[src/rtl/clkctl_pkg.sv]
package clkctl_pkg;
  typedef enum logic [2:0] {
    ST_IDLE,
    ST_ADDR,
    ST_PREFIX,
    ST_DATA,
    ST_SKIP
  } link_st_e;
endpackage

[src/rtl/i2c_line_sync.sv]
module i2c_line_sync #(
  parameter int STAGES = 2
) (
  input  logic clk,
  input  logic rst_n,
  input  logic scl_in,
  input  logic sda_in,
  output logic sda_s,
  output logic scl_rise,
  output logic scl_fall,
  output logic start_det,
  output logic stop_det
);
  localparam int TOP = STAGES - 1;

  logic [TOP:0] scl_pipe, sda_pipe;
  logic         scl_d, sda_d, scl_s;

  always_ff @(posedge clk or negedge rst_n) begin
    if (!rst_n) begin
      scl_pipe <= '1;
      sda_pipe <= '1;
      scl_d    <= 1'b1;
      sda_d    <= 1'b1;
    end else begin
      scl_pipe <= {scl_pipe[TOP-1:0], scl_in};
      sda_pipe <= {sda_pipe[TOP-1:0], sda_in};
      scl_d    <= scl_pipe[TOP];
      sda_d    <= sda_pipe[TOP];
    end
  end

  assign scl_s     = scl_pipe[TOP];
  assign sda_s     = sda_pipe[TOP];
  assign scl_rise  = scl_s & ~scl_d;
  assign scl_fall  = ~scl_s & scl_d;
  assign start_det = scl_s & scl_d & sda_d & ~sda_s;
  assign stop_det  = scl_s & scl_d & ~sda_d & sda_s;

  // a bus condition is only ever flagged while SCL was high one cycle earlier
  p_cond_scl_high_r8: assert property (@(posedge clk) disable iff (!rst_n)
    (start_det || stop_det) |-> $past(scl_pipe[TOP]));
endmodule

[src/rtl/i2c_link.sv]
module i2c_link
  import clkctl_pkg::*;
#(
  parameter logic [6:0] DEV_ADDR     = 7'h69,
  parameter int         PREFIX_BYTES = 2,
  parameter int         NUM_REGS     = 2,
  localparam int        CW           = $clog2(NUM_REGS + 1),
  localparam int        PW           = $clog2(PREFIX_BYTES + 2)
) (
  input  logic          clk,
  input  logic          rst_n,
  input  logic          sda_s,
  input  logic          scl_rise,
  input  logic          scl_fall,
  input  logic          start_det,
  input  logic          stop_det,
  output logic          sda_pull,
  output logic          wr_en,
  output logic [CW-1:0] wr_idx,
  output logic [7:0]    wr_data
);
  localparam logic [7:0] WR_ADDR = {DEV_ADDR, 1'b0};

  link_st_e      state;
  logic [3:0]    bit_cnt;
  logic [7:0]    shreg;
  logic          ack_q;
  logic [PW-1:0] pre_cnt;
  logic [CW-1:0] reg_idx;
  logic          active;

  assign active   = (state == ST_ADDR) || (state == ST_PREFIX) || (state == ST_DATA);
  assign sda_pull = ack_q;

  always_ff @(posedge clk or negedge rst_n) begin
    if (!rst_n) begin
      state   <= ST_IDLE;
      bit_cnt <= '0;
      shreg   <= '0;
      ack_q   <= 1'b0;
      pre_cnt <= '0;
      reg_idx <= '0;
      wr_en   <= 1'b0;
      wr_idx  <= '0;
      wr_data <= '0;
    end else begin
      wr_en <= 1'b0;
      if (start_det) begin
        state   <= ST_ADDR;
        bit_cnt <= '0;
        ack_q   <= 1'b0;
        pre_cnt <= '0;
        reg_idx <= '0;
      end else if (stop_det) begin
        state   <= ST_IDLE;
        bit_cnt <= '0;
        ack_q   <= 1'b0;
      end else if (active) begin
        if (ack_q) begin
          if (scl_fall) begin
            ack_q   <= 1'b0;
            bit_cnt <= '0;
          end
        end else if (scl_rise && bit_cnt < 4'd8) begin
          shreg   <= {shreg[6:0], sda_s};
          bit_cnt <= bit_cnt + 4'd1;
        end else if (scl_fall && bit_cnt == 4'd8) begin
          case (state)
            ST_ADDR: begin
              if (shreg == WR_ADDR) begin
                ack_q <= 1'b1;
                state <= (PREFIX_BYTES == 0) ? ST_DATA : ST_PREFIX;
              end else begin
                state   <= ST_SKIP;
                bit_cnt <= '0;
              end
            end
            ST_PREFIX: begin
              ack_q   <= 1'b1;
              pre_cnt <= pre_cnt + 1'b1;
              if (pre_cnt == PW'(PREFIX_BYTES - 1)) state <= ST_DATA;
            end
            default: begin
              ack_q <= 1'b1;
              if (reg_idx < CW'(NUM_REGS)) begin
                wr_en   <= 1'b1;
                wr_idx  <= reg_idx;
                wr_data <= shreg;
                reg_idx <= reg_idx + 1'b1;
              end
            end
          endcase
        end
      end
    end
  end

  // the acknowledge is only ever raised right after an SCL falling edge
  p_pull_after_fall_r2: assert property (@(posedge clk) disable iff (!rst_n)
    $rose(ack_q) |-> $past(scl_fall));
  // an active acknowledge is dropped at the falling edge that ends it
  p_release_r10: assert property (@(posedge clk) disable iff (!rst_n)
    (ack_q && scl_fall && !start_det) |=> !ack_q);
  // a START never leaves SDA pulled
  p_start_clears_r8: assert property (@(posedge clk) disable iff (!rst_n)
    start_det |=> !ack_q);
  // register writes only come out of the data phase
  p_write_in_data_r4: assert property (@(posedge clk) disable iff (!rst_n)
    wr_en |-> $past(state) == ST_DATA);
endmodule

[src/rtl/ctrl_bank.sv]
module ctrl_bank #(
  parameter int         NUM_REGS  = 2,
  parameter logic [7:0] RESET_VAL = 8'hFF,
  localparam int        CW        = $clog2(NUM_REGS + 1),
  localparam int        QW        = NUM_REGS * 8
) (
  input  logic          clk,
  input  logic          rst_n,
  input  logic          wr_en,
  input  logic [CW-1:0] wr_idx,
  input  logic [7:0]    wr_data,
  output logic [QW-1:0] q
);
  for (genvar g = 0; g < NUM_REGS; g++) begin : g_reg
    always_ff @(posedge clk or negedge rst_n) begin
      if (!rst_n)                              q[g*8 +: 8] <= RESET_VAL;
      else if (wr_en && wr_idx == CW'(g))      q[g*8 +: 8] <= wr_data;
    end
  end

  // no write strobe, no change of any enable bit
  p_hold_r9: assert property (@(posedge clk) disable iff (!rst_n)
    !wr_en |=> $stable(q));
endmodule

[src/rtl/clkgen_ctrl_slave.sv]
module clkgen_ctrl_slave #(
  parameter logic [6:0] DEV_ADDR     = 7'h69,
  parameter int         PREFIX_BYTES = 2,
  parameter int         NUM_REGS     = 2,
  parameter int         SYNC_STAGES  = 2,
  localparam int        CW           = $clog2(NUM_REGS + 1),
  localparam int        QW           = NUM_REGS * 8
) (
  input  logic          clk,
  input  logic          rst_n,
  input  logic          scl_in,
  input  logic          sda_in,
  output logic          sda_pull_o,
  output logic [QW-1:0] clk_en_o
);
  logic          sda_s, scl_rise, scl_fall, start_det, stop_det;
  logic          wr_en;
  logic [CW-1:0] wr_idx;
  logic [7:0]    wr_data;

  i2c_line_sync #(.STAGES(SYNC_STAGES)) u_sync (
    .clk       (clk),
    .rst_n     (rst_n),
    .scl_in    (scl_in),
    .sda_in    (sda_in),
    .sda_s     (sda_s),
    .scl_rise  (scl_rise),
    .scl_fall  (scl_fall),
    .start_det (start_det),
    .stop_det  (stop_det)
  );

  i2c_link #(
    .DEV_ADDR     (DEV_ADDR),
    .PREFIX_BYTES (PREFIX_BYTES),
    .NUM_REGS     (NUM_REGS)
  ) u_link (
    .clk       (clk),
    .rst_n     (rst_n),
    .sda_s     (sda_s),
    .scl_rise  (scl_rise),
    .scl_fall  (scl_fall),
    .start_det (start_det),
    .stop_det  (stop_det),
    .sda_pull  (sda_pull_o),
    .wr_en     (wr_en),
    .wr_idx    (wr_idx),
    .wr_data   (wr_data)
  );

  ctrl_bank #(.NUM_REGS(NUM_REGS)) u_bank (
    .clk     (clk),
    .rst_n   (rst_n),
    .wr_en   (wr_en),
    .wr_idx  (wr_idx),
    .wr_data (wr_data),
    .q       (clk_en_o)
  );

  // SDA is never pulled during an address phase before any byte completes
  p_idle_release_r1: assert property (@(posedge clk) disable iff (!rst_n)
    start_det |=> !sda_pull_o);
endmodule

[config.mk]
export PLATFORM = sky130hd
export DESIGN_NAME = clkgen_ctrl_slave
export DESIGN_NICKNAME = d
export VERILOG_FILES = /design/src/rtl/clkctl_pkg.sv /design/src/rtl/i2c_line_sync.sv /design/src/rtl/i2c_link.sv /design/src/rtl/ctrl_bank.sv /design/src/rtl/clkgen_ctrl_slave.sv
export SDC_FILE = /design/constraint.sdc
export NUM_CORES = 1
export LEC_CHECK = 0
export CAP_MARGIN = 20
export CORE_MARGIN = 2
export CORE_UTILIZATION = 40
export CTS_BUF_LIST = sky130_fd_sc_hd__clkbuf_4
export DETAILED_ROUTE_END_ITERATION = 7
export SLEW_MARGIN = 15
export SYNTH_ARGS = -nofsm -noshare
export SYNTH_HDL_FRONTEND = slang
export SYNTH_SLANG_ARGS = --single-unit
[constraint.sdc]
create_clock -name clk -period 2.2 [get_ports clk]
set_input_delay 0.44 -clock clk [delete_from_list [all_inputs] [get_ports clk]]
set_output_delay 0.44 -clock clk [all_outputs]
set_load 0.05 [all_outputs]
==> impl_results.md <==
- Syn_area_per_cell: 14.3 um2
- Final non-filler cell total: 263
- First-pass GRT wire length: 6810 um
- Vias in the first global route: 1419
- Syn Inst Count: 163
- CTS tree: built
- Place WS: 386 ps
- Synthesis-to-finish area growth: 16.9%
- Grt total ovfl: 0
- Final period util: 86.1%
- CP Capture Type: primary output
- Post-synth EDFFs: 0
- Initial antenna violation count: 0
- Die X: 80.3 um
- Routed length on met1: 1710 um
- Largest cells by area after synthesis: dfrtp_1 (33%), dfstp_2 (25%), mux2_2 (8.7%)
- Switching share of power: 26.8%
- Slowest stage delay, CP: 560 ps
- Crit. path cell count: 1
- Starting Density: 41.7%
- CP max-delay cell: dfstp_2
- Pwr Density: 649 nW/um2
- Max Clk Rate: 528 MHz
- CP cell instances: dlygate4sd2_1
- Post-DP Area: 2620 um2
- Post-synth top area share: 33.4%
- Num ports: 21
- Comb pwr share: 10.9%
- Max Used Layer: met4
- Detailed Routing Iterations Pass 1: 4
- Setup TNS after final layout: 0 ps
- Die Y: 80.3 um
- Net count, final: 197
- Gr usage total: 13.8%
- DRT iter0 DRCs: 45
- Hold Path Class: input port to asynchronous set/reset pin
- Maximum vdd drop: 338 uV
- Reg power frac: 64.7%
- Post-synthesis sequential area ratio: 58.2%
- Top delay family on crit path: flip-flops
- Met2 wire len: 1960 um
- Syn Std Cell Area: 2330 um2
- Root buffer cell: clkbuf_4
- Cell Rows: 27
- Fin worst setup slack: 305 ps
- Final Hold Fails: 0
- Cell taking the most area after synthesis: dfrtp_1
- Static leakage power: 0.00147 uW
- Yosys cell types: 44
- Post-DP HPWL: 2910 um
- Total setup buffers inserted after CTS: 0
- Post-synth top flop: dfrtp_1
- Slew HR: 49.6%
- Worst EP arrival: 1460 ps
- DRT antenna net count: 0
- Crit path max fanout: 2
- Worst Tran Pin Value: 753 ps
- Crit path launch type: flop
- Vias per cell: 5.29
- RSZ-0062 raised after global routing: no
- Core ar.: 5570 um2
- Worst R2R Path Depth: 7
- TritonCTS Buffers: 5
- CTS Hold Bufs: 0
- Final WL: 3980 um
- Die area: 6440 um2
- Via count: 1390
- Most frequent cells in the layout: dfrtp_1 (31), dfstp_2 (22), mux2_2 (18), dlymetal6s2s_1 (16), nor2_1 (9)
- Ant diodes: 0
- Commonest non-fill, non-tap cell in the layout: dfrtp_1
- WP data required: 1760 ps
- Reg2Reg Setup Slack: 380 ps
- Final min period: 1900 ps
- Wire length on met3: 183 um
- Count of final setup violators: 0
- DR WL/cell: 15.1 um
- Net Switching: 473 uW
- Clock buffer depth: 2
- PnR Total Power: 1760 uW
- Clock skew: 9.96 ps
- Placed insts: 255
- Clock sinks: 53
- Clk_lat worst skew: 360 ps
- Status: finished, final reports clean
- Max_cap viols: 0
- Reg-to-reg startpoint: u_link.bit_cnt[0]
- Routability cong.: 0.795
- H-tree Lvls: 2
- Buf/Inv on CP: 1
- Synth warnings: 0
- Mapped Nets: 170
- FF-to-FF End: u_link.wr_data[2]
- Critical path class: flop to primary output
- Clock-pin slew on the worst setup and hold paths: 150 ps
- DRC viols: 0
- Max-slew violations: 0
- Async SR Flop Fraction: 100%
- Design Area, Final: 2720 um2
- Share of cells above drive strength 1: 36.6%
- Clock power frac: 24.5%
- PortBufs: 20
- Flops & latches, synth: 53
- Internal Power: 1290 uW
- Pin count of the biggest net entering global routing: 29
sequential cells by signal, indices dropped and copies added (netlist names):
register and cells:
u_link.shreg 8, u_link.reg_idx 2, u_link.wr_idx 2, u_link.wr_en 1
u_link.bit_cnt 4, u_link.state 3, u_link.sda_pull 1, u_link.wr_data 8
u_sync.scl_d 1, u_sync.scl_pipe 2, u_link.pre_cnt 2, u_bank.q 16
u_sync.sda_pipe 2, u_sync.sda_d 1
per-stage QoR:
| stage | utilization [%] | hold slack, ps |
|---|---|---|
| after floorplan | - | 144 |
| final | 48.8 | 53.3 |
| after detailed placement | 47.0 | 349 |
| after global placement | 47.0 | 348 |
| after global routing | 48.8 | 58.1 |
| after CTS | 48.1 | 51.2 |
cell usage after synthesis, types with 2 or more instances:
cell type and count:
dfrtp_1 31, nand2_1 8, mux2_2 18, nor3_1 2, nand3_1 2, and2b_1 2
nand4bb_1 2, nor2_1 9, inv_1 5, nor2b_1 3, mux2_1 8, ha_1 3
a21oi_1 5, a41oi_1 2, mux2_4 8, nand3b_1 3, o21ai_1 4, dfstp_2 22
worst max-delay path by stage:
stage,end,startpoint,slack [ps]
final,clk_en_o[5],u_bank.q[5],300
after global routing,u_link.wr_data[2],u_link.bit_cnt[0],210
after CTS,clk_en_o[13],u_bank.q[13],0.06
after detailed placement,u_link.wr_data[2],u_link.bit_cnt[0],390
after global placement,u_link.wr_data[2],u_link.bit_cnt[0],430
after floorplan,u_link.shreg[0],u_link.sda_pull,480
power by group through the flow:
stage	combinational, uW	sequential (uW)	clock, uW
floorplan	143	1130	0
global placement	186	1150	0
detailed placement	194	1160	0
CTS	195	1140	460
global route	214	1160	505
finish	192	1140	432
kinds of logic (layout without fill, tap and decap cells):
family	Yosys count	count (layout)	share of synthesized area, %
flops	53	53	58.2
simple gates	45	45	13.9
buf+inv	7	35	1.61
mux	34	34	17.8
fa+ha+maj	3	3	1.61
compound gates	18	18	5.49
xor+xnor	3	3	1.45
routing by layer:
metal / up-vias / GRT usage (%)
met5: - / 0
met4: 0 / 6.10
met3: 17 / 3.82
met2: 41 / 22.9
met1: 692 / 16.8
li1: 640 / -
timing repair:
item                                   in CTS  in global routing
pin swaps                                   0                  0
endpoints found under the hold margin       0                  0
resized for setup                           1                 16
setup endpoints to repair                   1                 16
layout make-up:
| type | instances | area [um2] |
|---|---|---|
| Clock buffer | 6 | 45.0 |
| Clock inverter | 2 | 15.0 |
| Fill cell | 487 | 2860 |
| Inverter | 5 | 18.8 |
| Multi-Input combinational cell | 103 | 935 |
| Sequential cell | 53 | 1350 |
| Tap cell | 72 | 90.1 |
| Timing Repair Buffer | 22 | 262 |
No activity file was read; power rests on OpenSTA's default activity.
